[config.mk]
export PLATFORM = sky130hd
export DESIGN_NAME = burst_col_gen
export DESIGN_NICKNAME = d
export VERILOG_FILES = /design/src/rtl/burst_col_pkg.sv /design/src/rtl/burst_len_decode.sv /design/src/rtl/burst_addr_calc.sv /design/src/rtl/burst_col_gen.sv
export SDC_FILE = /design/constraint.sdc
export NUM_CORES = 1
export LEC_CHECK = 0
export BUFFER_PORTS_ARGS = -buffer_cell sky130_fd_sc_hd__buf_2
export CAP_MARGIN = 20
export CORE_MARGIN = 3
export CORE_UTILIZATION = 33
export DETAILED_ROUTE_END_ITERATION = 6
export MAX_ROUTING_LAYER = met4
export PLACE_DENSITY = 0.58
export SYNTH_ARGS = -nofsm -noshare
export SYNTH_HDL_FRONTEND = slang
export SYNTH_HIERARCHICAL = 1
export SYNTH_SLANG_ARGS = --single-unit
[constraint.sdc]
create_clock -name clk -period 6 [get_ports clk]
set_input_delay 1.8 -clock clk [delete_from_list [all_inputs] [get_ports clk]]
set_output_delay 1.8 -clock clk [all_outputs]
set_load 0.005 [all_outputs]
[src/rtl/burst_col_pkg.sv]
package burst_col_pkg;

    localparam int COL_BITS = 10;

    typedef enum logic [2:0] {
        BL_ONE   = 3'b000,
        BL_TWO   = 3'b001,
        BL_FOUR  = 3'b010,
        BL_EIGHT = 3'b011,
        BL_PAGE  = 3'b111
    } burst_len_e;

endpackage

[src/rtl/burst_len_decode.sv]
module burst_len_decode
    import burst_col_pkg::*;
#(
    parameter int COL_W = COL_BITS
) (
    input  logic [2:0]       len_code_i,
    input  logic             is_write_i,
    input  logic             write_single_i,
    output logic [COL_W-1:0] mask_o,
    output logic [COL_W-1:0] lenm1_o,
    output logic             full_o
);

    localparam logic [COL_W-1:0] ALL_ONES = '1;

    always_comb begin
        mask_o  = '0;
        lenm1_o = '0;
        full_o  = 1'b0;
        if (!(is_write_i && write_single_i)) begin
            case (len_code_i)
                BL_TWO: begin
                    mask_o  = COL_W'(1);
                    lenm1_o = COL_W'(1);
                end
                BL_FOUR: begin
                    mask_o  = COL_W'(3);
                    lenm1_o = COL_W'(3);
                end
                BL_EIGHT: begin
                    mask_o  = COL_W'(7);
                    lenm1_o = COL_W'(7);
                end
                BL_PAGE: begin
                    mask_o  = ALL_ONES;
                    lenm1_o = ALL_ONES;
                    full_o  = 1'b1;
                end
                default: begin
                    mask_o  = '0;
                    lenm1_o = '0;
                end
            endcase
        end
    end

endmodule

[src/rtl/burst_addr_calc.sv]
module burst_addr_calc
    import burst_col_pkg::*;
#(
    parameter int COL_W = COL_BITS
) (
    input  logic [COL_W-1:0] base_i,
    input  logic [COL_W-1:0] beat_i,
    input  logic [COL_W-1:0] mask_i,
    input  logic             ilv_i,
    output logic [COL_W-1:0] col_o
);

    logic [COL_W-1:0] sum;

    assign sum = base_i + beat_i;

    for (genvar b = 0; b < COL_W; b++) begin : g_bit
        logic moved;
        assign moved    = ilv_i ? (base_i[b] ^ beat_i[b]) : sum[b];
        assign col_o[b] = mask_i[b] ? moved : base_i[b];
    end

endmodule

[src/rtl/burst_col_gen.sv]
module burst_col_gen
    import burst_col_pkg::*;
#(
    parameter int COL_W = COL_BITS
) (
    input  logic             clk,
    input  logic             rst_n,
    input  logic             start_i,
    input  logic [COL_W-1:0] start_col_i,
    input  logic [2:0]       len_code_i,
    input  logic             interleave_i,
    input  logic             is_write_i,
    input  logic             write_single_i,
    input  logic             stop_i,
    output logic [COL_W-1:0] col_o,
    output logic             valid_o,
    output logic             last_o
);

    typedef struct packed {
        logic             active;
        logic             last;
        logic             full;
        logic             ilv;
        logic [COL_W-1:0] beat;
        logic [COL_W-1:0] base;
        logic [COL_W-1:0] mask;
        logic [COL_W-1:0] lenm1;
        logic [COL_W-1:0] col;
    } seq_state_t;

    seq_state_t st_d, st_q;

    logic [COL_W-1:0] dec_mask;
    logic [COL_W-1:0] dec_lenm1;
    logic             dec_full;
    logic [COL_W-1:0] beat_inc;
    logic [COL_W-1:0] step_col;

    burst_len_decode #(.COL_W(COL_W)) u_decode (
        .len_code_i     (len_code_i),
        .is_write_i     (is_write_i),
        .write_single_i (write_single_i),
        .mask_o         (dec_mask),
        .lenm1_o        (dec_lenm1),
        .full_o         (dec_full)
    );

    assign beat_inc = st_q.beat + COL_W'(1);

    burst_addr_calc #(.COL_W(COL_W)) u_calc (
        .base_i (st_q.base),
        .beat_i (beat_inc),
        .mask_i (st_q.mask),
        .ilv_i  (st_q.ilv),
        .col_o  (step_col)
    );

    always_comb begin
        st_d = st_q;
        if (start_i) begin
            st_d.active = 1'b1;
            st_d.beat   = '0;
            st_d.base   = start_col_i;
            st_d.mask   = dec_mask;
            st_d.lenm1  = dec_lenm1;
            st_d.full   = dec_full;
            st_d.ilv    = interleave_i & ~dec_full;
            st_d.col    = start_col_i;
            st_d.last   = ~dec_full && (dec_lenm1 == '0);
        end else if (st_q.active && (stop_i || st_q.last)) begin
            st_d.active = 1'b0;
            st_d.last   = 1'b0;
        end else if (st_q.active) begin
            st_d.beat = beat_inc;
            st_d.col  = step_col;
            st_d.last = ~st_q.full && (beat_inc == st_q.lenm1);
        end
    end

    always_ff @(posedge clk) begin
        if (!rst_n) begin
            st_q <= '0;
        end else begin
            st_q <= st_d;
        end
    end

    assign col_o   = st_q.col;
    assign valid_o = st_q.active;
    assign last_o  = st_q.last;

    a_r7_last_with_valid: assert property (@(posedge clk) disable iff (!rst_n)
        last_o |-> valid_o);

    a_r2_start_loads: assert property (@(posedge clk) disable iff (!rst_n)
        start_i |=> (valid_o && col_o == $past(start_col_i)));

    a_r8_stop_ends: assert property (@(posedge clk) disable iff (!rst_n)
        (stop_i && !start_i) |=> (!valid_o && !last_o));

    a_r7_ends_after_last: assert property (@(posedge clk) disable iff (!rst_n)
        (last_o && !start_i) |=> !valid_o);

    a_r6_page_no_last: assert property (@(posedge clk) disable iff (!rst_n)
        st_q.full |-> !last_o);

    a_r6_page_step: assert property (@(posedge clk) disable iff (!rst_n)
        (valid_o && st_q.full && !start_i && !stop_i) |=> (col_o == $past(col_o) + COL_W'(1)));

    a_r4_upper_fixed: assert property (@(posedge clk) disable iff (!rst_n)
        (valid_o && !last_o && !start_i && !stop_i)
        |=> ((col_o & ~st_q.mask) == ($past(col_o) & ~$past(st_q.mask))));

endmodule

==> results by group <==
Logic synthesis
  – Synth warn: 6
  – Mapped Cells: about 390
  – Post-synth EDFFs: 0
  – Library cells used by synthesis: 59
  – Primary FF master, synth: dfxtp_1
  – Synthesized cell area: 3400 um^2
  – Synth area leader: dfxtp_1
  – Sequential share of the synthesized area: approximately a third
  – Top-area cell type share of the netlist area: a little under a third
  – Post-Syn Nets: 417
  – Yosys reg bits: 54
  – Syn avg cell area: 8.807 um^2
  – Synth top area cells: dfxtp_1 (32%), mux2i_1 (9.7%), buf_4 (5.7%)
  – Share of flip-flops with an asynchronous set or reset: 0%

Cells and area
  – Area Growth Syn to Fin: 4.343%
  – Filler Cell Count: 1041
  – Ant diodes: 0
  – Layout Cells excl Fill: ~520
  – Most frequent cells in the layout: dfxtp_1 (54), mux2i_1 (33), buf_2 (31)
  – Commonest non-fill, non-tap cell in the layout: dfxtp_1
  – Multi-input gate area: slightly above 2000 um^2
  – Storage cell area: 1081 um^2
  – Nets@finish: 413
  – Util after Layout: 35.80%
  – Share of layout cells above drive strength 1: 13.87%

Timing
  – Final setup vio count: 0
  – Slew @ Worst Pin: roughly 830 ps
  – Final Hold Viols: 0
  – FMAX: 302.3 MHz
  – Final critical-path required period: 3308 ps
  – Worst slew margin: between 40% and 50%
  – Final cycle utilization of the critical path: 55.13%
  – Slew Limit Fails: 0
  – TNS Setup: 0 ps
  – Unrepaired setup endpoints after global routing: no
  – Clk_skew: 9.089 ps

Worst setup path
  – CP required: 6220 ps
  – Flop-to-flop setup slack: between 2000 and 3000 ps
  – Worst R2R End: col_o[9]$_SDFFE_PN0P_
  – Crit path max fanout: 9
  – Worst Path Arrival: 3530 ps
  – CP endpoint kind: register
  – CP Launch Type: primary input
  – RR Startpoint: st_q[40]$_SDFFE_PP0P_
  – R2r worst-path depth: 13
  – Kind of critical path: in2reg

Hold path
  – Hold EP: st_q[30]$_SDFFE_PN0P_
  – Hold wc startpoint: st_q[30]$_SDFFE_PN0P_
  – Hold depth: 2
  – Worst min path class: reg2reg

Clocking
  – Post-CTS Setup Inserts: 0
  – TritonCTS sink count: 54
  – TritonCTS clock tree: done
  – CTS Buf Count: 5
  – Worst skew pair latency: roughly 300 ps
  – Worst-path clk slew: 100 ps
  – Post-CTS resize count: 0
  – Hold_buf cts: 0
  – Clk buf depth: 2
  – Root buffer cell: clkbuf_8
  – H-tree depth: 2

Power and ir drop
  – Leakage power: 1.365 nW
  – Peak supply drop: 0.1109 mV
  – PwrDens: 188.5 nW/um^2

Drt
  – DRT antenna net count: 0
  – Drt pass-1 iters: 4
  – Via count: ~2500
  – Routed wire length: 6.878 mm
  – DR DRC count: 0
  – DR iter-0 viols: 102
  – Avg WL per Cell: 13.36 um
  – Number of vias per cell: 4.761

Place
  – Port Buffers: 31
  – Final GP Congestion: 0.7856
  – Post-DP HPWL: 4.853 mm
  – Inst Count DP: 508

GRT
  – Grt total ovfl: 0
  – GRT Total Usage: 12.67%
  – Initial antenna violation count: 0
  – Vias in the first global route: 2426
  – Largest net degree at the start of global routing: 59
  – First-pass GRT wire length: 11.65 mm

Floorplanning
  – Width of the chip: between 100 and 150 um
  – Starting Density: 34.31%
  – # IOs: 32
  – FP Rows: 36
  – Die area: 11560 um^2
  – Die Y: around 110 um
  – Core Area: 9910 um^2

Job
  – Max Cap Viol: 0

Run status
  – Outcome: finished, final reports clean
-- report_power, final --
group / internal (mW) / switching (mW)
Combinational: 0.0418 / 0.0437
Sequential: 0.371 / 0.0111
Clock: 0.0790 / 0.122
Total: 0.492 / 0.177
-- layer usage --
layer | routed length, um | up-vias | GRT usage, % | share of wire (%)
li1 | - | 1290 | - | -
met1 | 3515 | 1124 | 16.77 | 51
met2 | 3081 | 33 | 20.47 | 45
met3 | 218 | 5 | 2.040 | 3.2
met4 | 63 | 0 | 2.795 | 0.92
met5 | 0 | - | - | 0
-- Yosys cell counts (all sizes together), types with 4 or more instances --
cell    number
dfxtp       54
mux2i       33
buf         31
nor2b       28
nor2        26
nand2       25
a21oi       17
xnor2       17
o21ai       16
nand2b      14
and2        13
clkbuf      13
a21boi      11
ha          10
xor2        10
inv          8
nand3        7
and4         5
nand3b       4
nor3b        4
-- metrics by stage --
stage	setup WS (ps)	instance area, um^2	hold slack, ps	power [mW]
floorplan	2928	3400	471.9	0.4606
CTS	2653	3547	518.1	0.6793
global route	2385	3547	539.2	0.7059
detailed placement	2331	3468	502.6	0.4774
finish	2692	3547	510.8	0.6685
global placement	2417	3468	493.5	0.4750
-- cell type report --
type	count	area share, %
flip-flops and latches	54	30.48
clock inverters	2	0.2822
inverters	8	0.8466
multi-input cells	280	56.97
clock buffers	5	1.940
well taps	133	4.691
repair buffers	33	4.797
-- state kept, by name, indices dropped and copies added (netlist names) --
signal,cells
last_o,1
col_o,10
valid_o,1
st_q,42
-- logic make-up (layout without fill, tap and decap cells) --
group | count (synthesis) | in the layout | synth area share, %
mux | 36 | 36 | 10.82
compound gates | 62 | 62 | 12.33
buf+inv | 52 | 48 | 8.907
simple gates | 142 | 142 | 23.52
flops | 54 | 54 | 31.80
xor+xnor | 29 | 29 | 8.355
fa+ha+maj | 11 | 11 | 4.269
-- worst max-delay path by stage --
stage / to / start / slack (ps) / depth (start not counted)
floorplan: last_o$_SDFFE_PN0P_ / is_write_i / 2930 / 7
global placement: last_o$_SDFFE_PN0P_ / stop_i / 2420 / 6
detailed placement: last_o$_SDFFE_PN0P_ / stop_i / 2330 / 6
CTS: last_o$_SDFFE_PN0P_ / stop_i / 2650 / 6
global route: col_o[9]$_SDFFE_PN0P_ / st_q[40]$_SDFFE_PP0P_ / 2380 / 13
finish: last_o$_SDFFE_PN0P_ / stop_i / 2690 / 6
-- worst max-delay path, cell delays in order --
cell and delay [ps]:
buf_2 100, nor3b_2 660, and4_1 300, o311ai_0 150, a2111o_1 330, o41ai_2 190
No activity file was read; power rests on OpenSTA's default activity.
